===== src/rtl/dis_pkg.sv =====
package dis_pkg;

  typedef enum logic [1:0] {
    FMT_PAR  = 2'b00,
    FMT_LR   = 2'b01,
    FMT_RL   = 2'b10,
    FMT_LONG = 2'b11
  } fmt_e;

  typedef enum logic [1:0] {
    SLOT_NONE  = 2'd0,
    SLOT_LEFT  = 2'd1,
    SLOT_RIGHT = 2'd2,
    SLOT_LONG  = 2'd3
  } slot_e;

  typedef enum logic [1:0] {
    ROLE_PLAIN = 2'd0,
    ROLE_TEST  = 2'd1,
    ROLE_GATED = 2'd2
  } role_e;

  typedef enum logic [1:0] {
    ST_IDLE   = 2'd0,
    ST_FIRST  = 2'd1,
    ST_SECOND = 2'd2,
    ST_NEXTPC = 2'd3
  } state_e;

  // rule that lets the second issue through
  typedef enum logic [1:0] {
    GATE_NONE = 2'd0,
    GATE_SEQ  = 2'd1,
    GATE_FLAG = 2'd2,
    GATE_EXC  = 2'd3
  } gate_e;

  typedef struct packed {
    slot_e first;
    role_e first_role;
    slot_e second;
    role_e second_role;
    gate_e gate;
  } plan_t;

  localparam int NUM_STATS = 8;
  localparam int IX_CYCLE  = 0;
  localparam int IX_LONG   = 1;
  localparam int IX_PAR    = 2;
  localparam int IX_LR     = 3;
  localparam int IX_RL     = 4;
  localparam int IX_TRUE   = 5;
  localparam int IX_FALSE  = 6;
  localparam int IX_BSKIP  = 7;

  function automatic plan_t make_plan(logic [1:0] fmt_bits, logic lt, logic rt);
    plan_t p;
    p = '{SLOT_NONE, ROLE_PLAIN, SLOT_NONE, ROLE_PLAIN, GATE_NONE};
    case (fmt_e'(fmt_bits))
      FMT_LONG: p = '{SLOT_LONG, ROLE_PLAIN, SLOT_NONE, ROLE_PLAIN, GATE_NONE};
      FMT_LR:   p = '{SLOT_LEFT, ROLE_PLAIN, SLOT_RIGHT, ROLE_PLAIN, GATE_SEQ};
      FMT_RL:   p = '{SLOT_RIGHT, ROLE_PLAIN, SLOT_LEFT, ROLE_PLAIN, GATE_SEQ};
      default: begin
        if (lt)      p = '{SLOT_LEFT, ROLE_TEST, SLOT_RIGHT, ROLE_GATED, GATE_FLAG};
        else if (rt) p = '{SLOT_RIGHT, ROLE_TEST, SLOT_LEFT, ROLE_GATED, GATE_FLAG};
        else         p = '{SLOT_LEFT, ROLE_PLAIN, SLOT_RIGHT, ROLE_PLAIN, GATE_EXC};
      end
    endcase
    return p;
  endfunction

  function automatic logic [29:0] pick_slot(logic [29:0] body, slot_e s);
    case (s)
      SLOT_LONG:  return body;
      SLOT_LEFT:  return {15'd0, body[29:15]};
      SLOT_RIGHT: return {15'd0, body[14:0]};
      default:    return '0;
    endcase
  endfunction

  function automatic logic second_allowed(gate_e g, logic taken, logic exc, logic flag);
    case (g)
      GATE_SEQ:  return !taken && !exc;
      GATE_FLAG: return flag;
      GATE_EXC:  return !exc;
      default:   return 1'b0;
    endcase
  endfunction

endpackage


===== src/rtl/dis_sat_counter.sv =====
module dis_sat_counter #(
  parameter int W = 32
) (
  input  logic         clk,
  input  logic         rst,
  input  logic         bump,
  output logic [W-1:0] value
);
  localparam logic [W-1:0] TOP = '1;

  function automatic logic [W-1:0] sat_next(logic [W-1:0] v);
    return (v == TOP) ? v : v + 1'b1;
  endfunction

  always_ff @(posedge clk) begin
    if (rst)       value <= '0;
    else if (bump) value <= sat_next(value);
  end
endmodule


===== src/rtl/dis_stat_bank.sv =====
module dis_stat_bank #(
  parameter int N = 8,
  parameter int W = 32
) (
  input  logic                clk,
  input  logic                rst,
  input  logic [N-1:0]        bump,
  output logic [N-1:0][W-1:0] values
);
  for (genvar g = 0; g < N; g++) begin : g_cnt
    dis_sat_counter #(.W(W)) u_cnt (
      .clk   (clk),
      .rst   (rst),
      .bump  (bump[g]),
      .value (values[g])
    );
  end
endmodule


===== src/rtl/dis_pc_unit.sv =====
module dis_pc_unit #(
  parameter int          PC_W     = 16,
  parameter int          RPT_W    = 16,
  parameter int unsigned RESET_PC = 0
) (
  input  logic             clk,
  input  logic             rst,
  input  logic             step,
  input  logic             chg,
  input  logic [PC_W-1:0]  tgt,
  input  logic             load,
  input  logic [PC_W-1:0]  ld_start,
  input  logic [PC_W-1:0]  ld_end,
  input  logic [RPT_W-1:0] ld_count,
  output logic [PC_W-1:0]  pc,
  output logic             busy,
  output logic             loop_hit,
  output logic             loop_end
);
  logic [PC_W-1:0]  pc_q, start_q, end_q;
  logic [RPT_W-1:0] left_q;
  logic             busy_q;
  logic [PC_W-1:0]  after_exec;

  function automatic logic [PC_W-1:0] plain_next(logic c, logic [PC_W-1:0] t,
                                                 logic [PC_W-1:0] p);
    return c ? t : p + 1'b1;
  endfunction

  assign after_exec = chg ? tgt : pc_q;
  assign loop_hit   = step && busy_q && (after_exec == end_q);
  assign loop_end   = loop_hit && (left_q == RPT_W'(1));

  always_ff @(posedge clk) begin
    if (rst) begin
      pc_q    <= PC_W'(RESET_PC);
      start_q <= '0;
      end_q   <= '0;
      left_q  <= '0;
      busy_q  <= 1'b0;
    end else if (loop_hit) begin
      left_q <= left_q - 1'b1;
      if (loop_end) begin
        busy_q <= 1'b0;
        pc_q   <= plain_next(chg, tgt, pc_q);
      end else begin
        pc_q <= start_q;
      end
    end else if (step) begin
      pc_q <= plain_next(chg, tgt, pc_q);
    end else if (load) begin
      start_q <= ld_start;
      end_q   <= ld_end;
      left_q  <= ld_count;
      busy_q  <= (ld_count != '0);
    end
  end

  assign pc   = pc_q;
  assign busy = busy_q;
endmodule


===== src/rtl/dual_issue_seq.sv =====
module dual_issue_seq
  import dis_pkg::*;
#(
  parameter int          PC_W     = 16,
  parameter int          RPT_W    = 16,
  parameter int          CNT_W    = 32,
  parameter int unsigned RESET_PC = 0
) (
  input  logic             clk,
  input  logic             rst,
  input  logic             word_valid,
  output logic             word_ready,
  input  logic [31:0]      word_data,
  input  logic             left_is_test,
  input  logic             right_is_test,
  input  logic             res_taken,
  input  logic [PC_W-1:0]  res_target,
  input  logic             res_exc,
  input  logic             res_flag,
  input  logic             rpt_load,
  input  logic [PC_W-1:0]  rpt_start,
  input  logic [PC_W-1:0]  rpt_end,
  input  logic [RPT_W-1:0] rpt_count,
  output logic             issue_valid,
  output logic [1:0]       issue_slot,
  output logic [1:0]       issue_role,
  output logic [29:0]      issue_insn,
  output logic [PC_W-1:0]  pc,
  output logic             rpt_busy,
  output logic [CNT_W-1:0] cnt_cycles,
  output logic [CNT_W-1:0] cnt_long,
  output logic [CNT_W-1:0] cnt_par,
  output logic [CNT_W-1:0] cnt_lr,
  output logic [CNT_W-1:0] cnt_rl,
  output logic [CNT_W-1:0] cnt_true,
  output logic [CNT_W-1:0] cnt_false,
  output logic [CNT_W-1:0] cnt_bskip
);
  state_e          st_q, st_d;
  logic [29:0]     body_q;
  plan_t           plan_q, plan_in;
  logic            chg_q;
  logic [PC_W-1:0] tgt_q;
  fmt_e            fmt_in;
  slot_e           cur_slot;
  role_e           cur_role;

  // named internal events
  logic accept, in_first, in_second, go_second;
  logic ev_branch_skip, ev_cond_true, ev_cond_false, ev_pc_step;
  logic ev_loop_hit, ev_loop_end;
  logic [NUM_STATS-1:0]            bump;
  logic [NUM_STATS-1:0][CNT_W-1:0] stat_vals;

  assign word_ready = (st_q == ST_IDLE);
  assign accept     = word_ready && word_valid;
  assign fmt_in     = fmt_e'(word_data[31:30]);
  assign plan_in    = make_plan(word_data[31:30], left_is_test, right_is_test);
  assign in_first   = (st_q == ST_FIRST);
  assign in_second  = (st_q == ST_SECOND);
  assign ev_pc_step = (st_q == ST_NEXTPC);
  assign go_second  = in_first && second_allowed(plan_q.gate, res_taken, res_exc, res_flag);

  assign ev_branch_skip = in_first && (plan_q.gate == GATE_SEQ) && res_taken && !res_exc;
  assign ev_cond_true   = in_first && (plan_q.gate == GATE_FLAG) && res_flag;
  assign ev_cond_false  = in_first && (plan_q.gate == GATE_FLAG) && !res_flag;

  always_comb begin
    cur_slot = SLOT_NONE;
    cur_role = ROLE_PLAIN;
    if (in_first) begin
      cur_slot = plan_q.first;
      cur_role = plan_q.first_role;
    end else if (in_second) begin
      cur_slot = plan_q.second;
      cur_role = plan_q.second_role;
    end
  end

  assign issue_valid = in_first || in_second;
  assign issue_slot  = cur_slot;
  assign issue_role  = cur_role;
  assign issue_insn  = pick_slot(body_q, cur_slot);

  always_comb begin
    st_d = st_q;
    case (st_q)
      ST_IDLE:   if (accept) st_d = ST_FIRST;
      ST_FIRST:  st_d = go_second ? ST_SECOND : ST_NEXTPC;
      ST_SECOND: st_d = ST_NEXTPC;
      default:   st_d = ST_IDLE;
    endcase
  end

  always_ff @(posedge clk) begin
    if (rst) begin
      st_q   <= ST_IDLE;
      body_q <= '0;
      plan_q <= '{SLOT_NONE, ROLE_PLAIN, SLOT_NONE, ROLE_PLAIN, GATE_NONE};
      chg_q  <= 1'b0;
      tgt_q  <= '0;
    end else begin
      st_q <= st_d;
      if (accept) begin
        body_q <= word_data[29:0];
        plan_q <= plan_in;
        chg_q  <= 1'b0;
      end else if (issue_valid && res_taken) begin
        chg_q <= 1'b1;
        tgt_q <= res_target;
      end
    end
  end

  dis_pc_unit #(
    .PC_W     (PC_W),
    .RPT_W    (RPT_W),
    .RESET_PC (RESET_PC)
  ) u_pc (
    .clk      (clk),
    .rst      (rst),
    .step     (ev_pc_step),
    .chg      (chg_q),
    .tgt      (tgt_q),
    .load     (rpt_load && word_ready),
    .ld_start (rpt_start),
    .ld_end   (rpt_end),
    .ld_count (rpt_count),
    .pc       (pc),
    .busy     (rpt_busy),
    .loop_hit (ev_loop_hit),
    .loop_end (ev_loop_end)
  );

  always_comb begin
    bump           = '0;
    bump[IX_CYCLE] = accept;
    bump[IX_LONG]  = accept && (fmt_in == FMT_LONG);
    bump[IX_PAR]   = accept && (fmt_in == FMT_PAR);
    bump[IX_LR]    = accept && (fmt_in == FMT_LR);
    bump[IX_RL]    = accept && (fmt_in == FMT_RL);
    bump[IX_TRUE]  = ev_cond_true;
    bump[IX_FALSE] = ev_cond_false;
    bump[IX_BSKIP] = ev_branch_skip;
  end

  dis_stat_bank #(.N(NUM_STATS), .W(CNT_W)) u_stats (
    .clk    (clk),
    .rst    (rst),
    .bump   (bump),
    .values (stat_vals)
  );

  assign cnt_cycles = stat_vals[IX_CYCLE];
  assign cnt_long   = stat_vals[IX_LONG];
  assign cnt_par    = stat_vals[IX_PAR];
  assign cnt_lr     = stat_vals[IX_LR];
  assign cnt_rl     = stat_vals[IX_RL];
  assign cnt_true   = stat_vals[IX_TRUE];
  assign cnt_false  = stat_vals[IX_FALSE];
  assign cnt_bskip  = stat_vals[IX_BSKIP];
endmodule


===== config.mk =====
export PLATFORM = sky130hd
export DESIGN_NAME = dual_issue_seq
export DESIGN_NICKNAME = d
export VERILOG_FILES = /design/src/rtl/dis_pkg.sv /design/src/rtl/dis_sat_counter.sv /design/src/rtl/dis_stat_bank.sv /design/src/rtl/dis_pc_unit.sv /design/src/rtl/dual_issue_seq.sv
export SDC_FILE = /design/constraint.sdc
export NUM_CORES = 1
export LEC_CHECK = 0
export ABC_CLOCK_PERIOD_IN_PS = 2700
export BUFFER_PORTS_ARGS = -buffer_cell sky130_fd_sc_hd__buf_2
export CORE_AREA = 4 4 248 250
export CTS_CLUSTER_SIZE = 40
export DETAILED_ROUTE_END_ITERATION = 12
export DIE_AREA = 0 0 252 254
export PLACE_DENSITY_LB_ADDON = 0.25
export SLEW_MARGIN = 15
export SYNTH_ARGS = -nofsm -noshare
export SYNTH_HDL_FRONTEND = slang
export SYNTH_SLANG_ARGS = --single-unit

===== constraint.sdc =====
create_clock -name clk -period 2.7 [get_ports clk]
set_input_delay 0.135 -clock clk [delete_from_list [all_inputs] [get_ports clk]]
set_output_delay 0.135 -clock clk [all_outputs]
set_load 0.005 [all_outputs]

==> results of run 1 <==
[layer usage]
metal | wire length, µm | vias to the layer above | GRT usage
li1 | - | 8704 | -
met1 | 25450 | 8331 | 0.2192
met2 | 26690 | 514 | 0.2818
met3 | 4674 | 107 | 0.05353
met4 | 1739 | 0 | 0.05549
met5 | 0 | - | 0
[repair_timing]
action | in CTS | in global routing
resized for setup | 4 | 35
endpoints found under the hold margin | 117 | 0
cloned | 0 | 3
endpoints found under the setup margin | 49 | 67
buffers inserted | 0 | 13
pin swaps | 0 | 20
hold buffers | 108 | 0
[where the power goes]
part	switching [mW]	total (mW)	leakage [nW]	internal (mW)
clock	2.53	6.68	0.814	4.15
combinational	1.20	2.08	5.71	0.872
sequential	0.235	6.07	3.05	5.83
total	3.97	14.8	9.58	10.9
[metrics by stage]
stage	hold slack (ps)	setup TNS, ps	cell area, µm²
global route	100.0	-346.0	23930
CTS	32.26	0	23650
floorplan	271.0	0	17670
detailed placement	384.1	-1929	20910
global placement	376.5	-13.76	20910
finish	83.74	0	23940
[area by class of cell]
cell class,instances,area [µm²],area share
inverter,57,214.0,0.008938
tap,773,967.2,0.04040
timing repair buffer,608,3936,0.1644
multi-input combinational,1660,9625,0.4021
antenna,2,5.005,0.0002091
clock buffer,62,1385,0.05786
sequential,377,7551,0.3154
clock inverter,19,254.0,0.01061
[worst max-delay path: stages (launching register included)]
cell	delay, ps
dfxtp_4	390
buf_6	140
mux2i_1	210
xor2_1	180
nand4_1	120
or4_4	580
or3_4	430
buf_12	180
mux2i_1	120
a211oi_1	220
[cell families (layout without fill, tap and decap cells)]
| group | Yosys count | after routing |
|---|---|---|
| flops | 377 | 377 |
| buf+inv | 156 | 746 |
| mux | 40 | 40 |
| xor+xnor | 217 | 217 |
| simple gates | 1055 | 1056 |
| compound gates | 327 | 327 |
| fa+ha+maj | 20 | 20 |
| other cells | 0 | 2 |
[flip-flops by register name, indices dropped and copies added, names as in the netlist]
register,count
st_q,2
u_pc.busy,1
u_pc.end_q,16
u_stats.g_cnt.u_cnt.value,256
chg_q,1
u_pc.start_q,16
plan_q,7
tgt_q,16
body_q,30
u_pc.pc,16
u_pc.left_q,16
[cell usage after synthesis (all sizes together), types with 48 or more instances]
library cell / count / area [µm²]
or3: 79 / 494.2
xnor2: 125 / 1095
nand4: 74 / 462.9
clkbuf: 87 / 326.6
nand2: 286 / 1074
nor3: 48 / 240.2
xor2: 92 / 805.8
nor2: 306 / 1149
dfxtp: 377 / 7547
nand3: 101 / 505.5
inv: 57 / 214.0
o21ai: 81 / 405.4
a21oi: 161 / 805.8
[worst paths after layout]
check / end / slack [ps] / depth (start not counted)
worst max register to register: u_pc.pc[4] / 30 / 9
worst min-delay path: st_q[1] / 80 / 4
worst max-delay path: u_pc.pc[4] / 30 / 9
worst min register to register: plan_q[8] / 460 / 2
==> results.py, run 1 <==
metrics = {
    "sta": {
        "tightestPinTransition_ps": 917.2,
        "fin_crit_ps": 2670,
        "slew-limit-headroom": 0.3857,
        "slew_violations": 0,
        "finClkSkew_ps": 16.48,
        "hold_violations": 0,
        "fin_crit_sh": 0.9890,
        "rsz0062_at_grt": "true",
        "final-setup-viol-count": 0,
        "timing.fmax_mhz": 374.5,
        "setup_ws_ps": 29.58,
    },
    "cts": {
        "cts_tree": "built",
        "clk_latency_ps": 580,
        "cts.clk_slew.worst_paths_ps": 60,
        "cts.sinks": 377,
        "root_buffer": "clkbuf_16",
        "cts_max_level": 2,
        "cts_buffer_depth": 3,
        "cts_made_buffers": 46,
    },
    "finish": {
        "layout_commonest_cell": "buf_2",
        "final_util": 0.4056,
        "drive_above_1_share": 0.2228,
        "syn2layout_area_growth_pct": 35.45,
        "fill_cells": 5999,
        "layoutNonFillerInstCount": 3558,
        "num-nets-final": 2875,
        "final_cell_mix": "413 x buf_2, 376 x dfxtp_1, 304 x nor2_1, 285 x nand2_1, 161 x a21oi_1",
    },
    "worst_hold_path": {
        "hp-start": "word_valid",
        "hold_class": "input pin to flop",
    },
    "floorplanning": {
        "rows": 89,
        "die_w_um": 252,
        "ios": 414,
        "initial_core_util": 0.2994,
        "die_area_um2": 64010,
        "coreArea_um2": 59020,
        "die_h_um": 254,
    },
    "placed_design": {
        "dp.cells": 3351,
        "port_buffers": 413,
        "place_ws_ps": -144.6,
        "dp_hpwl_um": 42440,
        "place.gp.congestion": 0.8850,
    },
    "logic_synthesis": {
        "yosys.area_share.adder": 0.01416,
        "synthFlopType": "dfxtp_1",
        "synth-compound-area-share": 0.1071,
        "muxShareOfSynthArea": 0.02273,
        "synth_seq_cells": 377,
        "synthCells": 2192,
        "syn-num-nets": 2317,
        "synth_top_family_by_area": "simple AND/OR/NAND/NOR gates",
        "yosysSeqAreaShare": 0.4270,
        "syn_area_um2": 17670,
        "synth_enable_flop_cells": 0,
        "synth_xor_area_frac": 0.1075,
        "synthDistinctLibCells": 60,
        "syn_area_per_cell_um2": 8.063,
        "async_flop_share": 0,
        "yosys_warnings": 0,
        "yosys.area_share.simple": 0.2864,
    },
    "drt": {
        "viasPerCell": 4.962,
        "vias": 17656,
        "drc": 0,
        "dr.pass1.iters": 4,
        "ant_nets": 0,
        "post_drt_wl_per_cell_um": 16.45,
        "totalWireLength_um": 58550,
        "drtIter0Drc": 1053,
    },
    "power": {
        "peakVddDrop_mv": 0.4521,
        "power.density_cell_area_nw_per_um2": 619.3,
        "p_leak_nw": 9.578,
        "finalPower_mw": 14.82,
    },
    "global_route": {
        "antenna_found_initial": 2,
        "grt_usage": 0.1728,
        "grt_max_degree": 88,
        "grt.overflow.total": 0,
        "grt_pass1_wl_um": 91490,
        "grt_pass1_vias": 17012,
    },
    "job": {
        "drv_cap": 0,
    },
    "worst_setup_path": {
        "r2r-start": "chg_q",
        "path_class": "flop to flop",
        "critPathLaunch": "chg_q",
        "worst_setup_path_end_kind": "flop",
        "cp.required_ps": 3190,
        "start_kind": "flop",
        "cp_max_fo": 14,
        "crit_arrival_ps": 3160,
    },
    "status": {
        "status": "finished, final reports clean",
    },
}
Note: power is estimated with default switching activity, not from simulation.
==> inputs of run 2 (changes only) <==
Settings changed: PLACE_DENSITY from default to 0.62, PLACE_DENSITY_LB_ADDON 0.25 to default.
==> run 2 against run 1 <==
  * First-iteration DRC count down 9.5%
  * Combinational power down 4%
  * Power down 2.2%
  * Core utilization down 0.47 points
  * Wire length down 3.2%
  * Sequential cell count unchanged
  * Largest cell class unchanged
  * Largest power group unchanged
==> results.py, run 2 (synthesis results as in run 1) <==
metrics = {
    "job": {
        "drv_cap": 0,
    },
    "sta": {
        "fin_crit_sh": 0.9937,
        "setup_ws_ps": 17.07,
        "hold_violations": 0,
        "fin_crit_ps": 2683,
        "rsz0062_at_grt": "true",
        "slew-limit-headroom": 0.4580,
        "final-setup-viol-count": 0,
        "finClkSkew_ps": 11.13,
        "hold_slack_ps": 63.77,
        "timing.fmax_mhz": 372.7,
        "tightestPinTransition_ps": 809.2,
        "slew_violations": 0,
    },
    "placed_design": {
        "place_ws_ps": -81.29,
        "dp.cells": 3352,
        "dp_hpwl_um": 41000,
        "place.gp.congestion": 0.8303,
        "port_buffers": 413,
    },
    "worst_setup_path": {
        "start_kind": "flop",
        "cp.required_ps": 3190,
        "rr_worst_depth": 10,
        "worst_setup_path_end_kind": "flop",
        "cp_max_fo": 10,
        "cp_slowest_cell": "or4_4",
        "cp_cell_sequence": "buf_12 -> mux2i_2 -> xor2_1 -> nand4_1 -> or4_4 -> or3_4 -> buf_8 -> buf_4 -> a41o_1 -> a21oi_1",
        "slowest_delay_ps": 570,
        "path_class": "flop to flop",
        "crit_arrival_ps": 3170,
    },
    "global_route": {
        "grt.overflow.total": 0,
        "antenna_found_initial": 1,
        "grt_pass1_wl_um": 87450,
        "grt_max_degree": 89,
        "grt_usage": 0.1663,
        "grt_pass1_vias": 15810,
    },
    "power": {
        "combPwrFrac": 0.138,
        "peakVddDrop_mv": 0.5129,
        "clockPowerShare": 0.445,
        "p_leak_nw": 9.418,
        "p_sw_frac": 0.2641,
        "finalPower_mw": 14.50,
        "intPower_mw": 10.67,
        "pwr-share-seq": 0.417,
        "power.density_cell_area_nw_per_um2": 613.1,
        "p_switching_mw": 3.830,
    },
    "drt": {
        "vias": 17252,
        "drc": 0,
        "post_drt_wl_per_cell_um": 16.03,
        "totalWireLength_um": 56670,
        "drtIter0Drc": 953,
        "dr.pass1.iters": 6,
        "ant_nets": 0,
        "viasPerCell": 4.879,
    },
    "finish": {
        "final_cell_mix": "412 x buf_2, 376 x dfxtp_1, 304 x nor2_1, 285 x nand2_1, 160 x a21oi_1",
        "num-nets-final": 2852,
        "drive_above_1_share": 0.2180,
        "layout_commonest_cell": "buf_2",
        "top_regs": "u_stats.g_cnt.u_cnt.value x256, body_q x30",
        "layoutNonFillerInstCount": 3536,
        "largest_register_ff_count": 256,
        "largest-register": "u_stats.g_cnt.u_cnt.value",
        "syn2layout_area_growth_pct": 33.86,
    },
    "status": {
        "status": "finished, final reports clean",
    },
    "cts": {
        "cts_max_level": 2,
        "cts_buffer_depth": 3,
        "root_buffer": "clkbuf_16",
        "cts_made_buffers": 44,
        "clk_latency_ps": 560,
        "cts_tree": "built",
        "cts.clk_slew.worst_paths_ps": 60,
        "cts.sinks": 377,
    },
    "floorplanning": {
        "ios": 414,
        "initial_core_util": 0.2994,
        "die_w_um": 252,
        "rows": 89,
        "die_area_um2": 64010,
        "coreArea_um2": 59020,
        "die_h_um": 254,
    },
    "worst_hold_path": {
        "hold_depth": 2,
        "hold_class": "input pin to flop",
    },
}
run 2: cell types whose count changed in the layout (fill, tap and decap cells not counted), moves of 2 or more:
cell	delta
or4_4	-2
nor3b_1	+2
clkbuf_16	-5
clkbuf_1	+6
clkbuf_8	-3
or4_1	+2
dlygate4sd3_1	-11
bufinv_16	+2
buf_6	-2
buf_8	+2
buf_4	-7
nor3b_2	-2
run 2: critical path, delay by kind of cell (launching register included):
kind	cells	cell delay [ps]
compound gates	2	320
flops	1	360
buf+inv	3	420
mux	1	230
xor+xnor	1	200
simple gates	3	1080
run 2: per-layer routing:
layer,vias to the layer above,part of all wire,global-route usage
met5,-,0,0
met4,0,0.024,0.04981
met3,97,0.075,0.04626
met2,453,0.46,0.2700
met1,8042,0.44,0.2165
li1,8660,-,-
run 2: layout make-up:
class | count | area (µm²)
clock buffers | 61 | 1266
multi-input cells | 1659 | 9602
inverters | 57 | 217.7
repair buffers | 588 | 3751
well taps | 773 | 967.2
flip-flops and latches | 377 | 7551
fillers | 6044 | 35360
clock inverters | 19 | 297.8
diodes | 2 | 5.005
run 2: metrics by stage:
| step | area [µm²] | setup TNS [ps] | util |
|---|---|---|---|
| after floorplan | 17670 | 0 | - |
| after global placement | 20930 | -41.54 | 0.3547 |
| after detailed placement | 20930 | -365.6 | 0.3547 |
| after CTS | 23480 | 0 | 0.3978 |
| after global routing | 23650 | -431.3 | 0.4008 |
| final | 23660 | 0 | 0.4008 |
run 2: power groups by stage:
stage	Sequential (mW)	Clock [mW]	Combinational, mW
CTS	6.05	6.63	1.94
detailed placement	6.17	0	1.82
floorplan	6.11	0	1.14
global route	6.08	6.84	2.21
global placement	6.18	0	1.82
finish	6.05	6.45	2.00
run 2: final timing paths:
kind | to | slack, ps | from
min reg2reg | u_pc.start_q[5] | 450 | u_pc.start_q[5]
max | u_pc.pc[8] | 20 | chg_q
max reg2reg | u_pc.pc[8] | 20 | chg_q
min | u_stats.g_cnt[5].u_cnt.value[10] | 60 | rst
run 2: what timing repair did:
item                                    4_1_cts  5_1_grt
gates resized for setup                       2       28
endpoints found under the setup margin       17       48
buffers inserted                              0        5
hold buffers                                 97        0
hold endpoints to repair                    100        0
pin swaps                                     0       17
==> inputs of run 3 (changes only) <==
Settings changed: CELL_PAD_IN_SITES_DETAIL_PLACEMENT from default to 0, CELL_PAD_IN_SITES_GLOBAL_PLACEMENT from default to 1, PLACE_DENSITY 0.62 to 0.77.
==> run 3 against run 2 <==
  * Critical path depth fell by 1
  * Non-clock buffer count rose by 7
  * Highest routed layer is now met5
  * Register-to-register slack barely moved
  * Via count rose by 3.1%
  * Sequential power barely moved
  * First-iteration DRC count fell by 2.4%
  * Hold slack got worse by 29 ps
  * Clock skew rose by 5.7 ps
  * Critical path type unchanged
==> results.py, run 3 (synthesis results as in run 1) <==
metrics = {
    "worst_hold_path": {
        "hold_depth": 4,
        "hp-start": "res_flag",
        "hold_class": "input pin to flop",
        "worstHoldEndpoint": "u_stats.g_cnt[6].u_cnt.value[0]",
    },
    "sta": {
        "finClkSkew_ps": 16.79,
        "hold_slack_ps": 35.23,
        "fin_crit_sh": 0.9944,
        "slew_violations": 0,
        "rsz0062_at_grt": "true",
        "timing.fmax_mhz": 372.5,
        "tightestPinTransition_ps": 962.2,
        "fin_crit_ps": 2685,
        "slew-limit-headroom": 0.3556,
        "final-setup-viol-count": 0,
        "hold_violations": 0,
    },
    "power": {
        "power.density_cell_area_nw_per_um2": 611.6,
        "finalPower_mw": 14.50,
        "peakVddDrop_mv": 0.6020,
        "p_leak_nw": 9.453,
    },
    "placed_design": {
        "dpl_cell_area_um2": 20970,
        "port_buffers": 413,
        "dp_hpwl_um": 43570,
        "place.gp.congestion": 0.8850,
    },
    "worst_setup_path": {
        "path_class": "flop to flop",
        "crit_arrival_ps": 3170,
        "cp.required_ps": 3190,
        "rr_worst_depth": 9,
        "cp_max_fo": 6,
        "r2r-start": "chg_q",
        "start_kind": "flop",
        "r2r-end": "u_pc.left_q[5]",
        "worst_setup_path_end_kind": "flop",
        "r2r_slack_ps": 20,
    },
    "status": {
        "status": "finished, final reports clean",
    },
    "cts": {
        "cts.sinks": 377,
        "cts_made_buffers": 46,
        "cts.clk_slew.worst_paths_ps": 60,
        "cts_tree": "built",
        "root_buffer": "clkbuf_16",
        "cts_buffer_depth": 3,
        "cts_max_level": 2,
        "clk_latency_ps": 560,
    },
    "job": {
        "drv_cap": 0,
    },
    "global_route": {
        "grt_pass1_vias": 17427,
        "antenna_found_initial": 8,
        "grt_max_degree": 119,
        "grt.overflow.total": 0,
        "grt_usage": 0.1778,
        "grt_pass1_wl_um": 93930,
    },
    "drt": {
        "totalWireLength_um": 60260,
        "ant_nets": 0,
        "drc": 0,
        "viasPerCell": 5.006,
        "post_drt_wl_per_cell_um": 16.96,
        "dr.pass1.iters": 5,
        "vias": 17786,
        "drtIter0Drc": 930,
    },
    "finish": {
        "largest_register_ff_count": 256,
        "layout_commonest_cell": "buf_2",
        "num-nets-final": 2863,
        "fill_cells": 6036,
        "multi_input_area_um2": 9623,
        "final-seq-area_um2": 7551,
        "final_cell_mix": "412 x buf_2, 376 x dfxtp_1, 304 x nor2_1, 285 x nand2_1, 161 x a21oi_1",
        "final_util": 0.4018,
        "drive_above_1_share": 0.2200,
        "top_regs": "u_stats.g_cnt.u_cnt.value x256, body_q x30",
        "largest-register": "u_stats.g_cnt.u_cnt.value",
        "final_area_um2": 23710,
        "syn2layout_area_growth_pct": 34.17,
    },
    "floorplanning": {
        "die_w_um": 252,
        "die_h_um": 254,
        "initial_core_util": 0.2994,
        "rows": 89,
        "die_area_um2": 64010,
        "ios": 414,
        "coreArea_um2": 59020,
    },
}
==> run 3: changes by cell type in the layout (fill, tap and decap cells not counted), moves of 2 or more <==
| cell | delta |
|---|---|
| clkbuf_16 | +3 |
| clkinv_2 | -4 |
| buf_8 | -2 |
| clkbuf_1 | +4 |
| clkbuf_8 | +5 |
| buf_4 | +10 |
| clkinvlp_4 | -2 |
| diode_2 | +5 |
| buf_12 | -2 |
| bufinv_16 | -4 |
==> run 3: how the worst max path moves through the flow <==
stage / from / to / slack (ps) / cells past startpoint
after CTS: chg_q / u_pc.pc[10] / 20 / 9
after detailed placement: chg_q / u_pc.pc[12] / -180 / 9
after global routing: chg_q / u_pc.left_q[6] / -110 / 8
after global placement: chg_q / u_pc.pc[12] / -130 / 9
final: chg_q / u_pc.left_q[5] / 20 / 9
after floorplan: chg_q / u_pc.left_q[10] / 110 / 11
==> run 3: stage by stage <==
| stage | setup WS (ps) | instances | TNS [ps] |
|---|---|---|---|
| 5_1_grt | -111.7 | 3549 | -1087 |
| 4_1_cts | 22.80 | 3538 | 0 |
| 2_1_floorplan | 111.1 | 2192 | 0 |
| 6_report | 15.09 | 3553 | 0 |
| 3_5_place_dp | -184.2 | 3358 | -2208 |
| 3_3_place_gp | -134.9 | 3358 | -1496 |
==> run 3: cell type report <==
type,instances,share of cell area
sequential,377,0.3184
tap,773,0.04079
antenna,7,0.0007387
multi-input combinational,1661,0.4058
clock buffer,72,0.05904
inverter,57,0.009023
timing repair buffer,595,0.1595
clock inverter,11,0.006701
==> run 3: per-layer routing <==
layer / up-vias / part of all wire / wire, µm / global-route usage
met5: - / 0.00038 / 23 / 0
met4: 4 / 0.026 / 1555 / 0.05328
met3: 102 / 0.081 / 4895 / 0.05772
met2: 491 / 0.47 / 28330 / 0.3001
met1: 8493 / 0.42 / 25460 / 0.2171
li1: 8696 / - / - / -
==> run 3: worst max-delay path: stages, from the launching register on <==
cell and delay, ps:
dfxtp_4 390, buf_4 120, mux2i_1 210, xor2_1 170, nand4_1 120, or4_4 590
or2_4 300, buf_4 150, or3_1 350, a31oi_1 190
==> run 3: report_power, final <==
part,internal (mW),switching (mW),total [mW]
Clock,3.92,2.44,6.37
Sequential,5.84,0.239,6.07
Combinational,0.829,1.23,2.06
Total,10.6,3.92,14.5
==> run 3: timing repair <==
action	CTS	global route
endpoints found under the hold margin	97	0
resized for setup	5	27
gates cloned	0	3
pin swaps	0	9
hold buffers	97	0
endpoints found under the setup margin	24	37
setup buffers	0	6
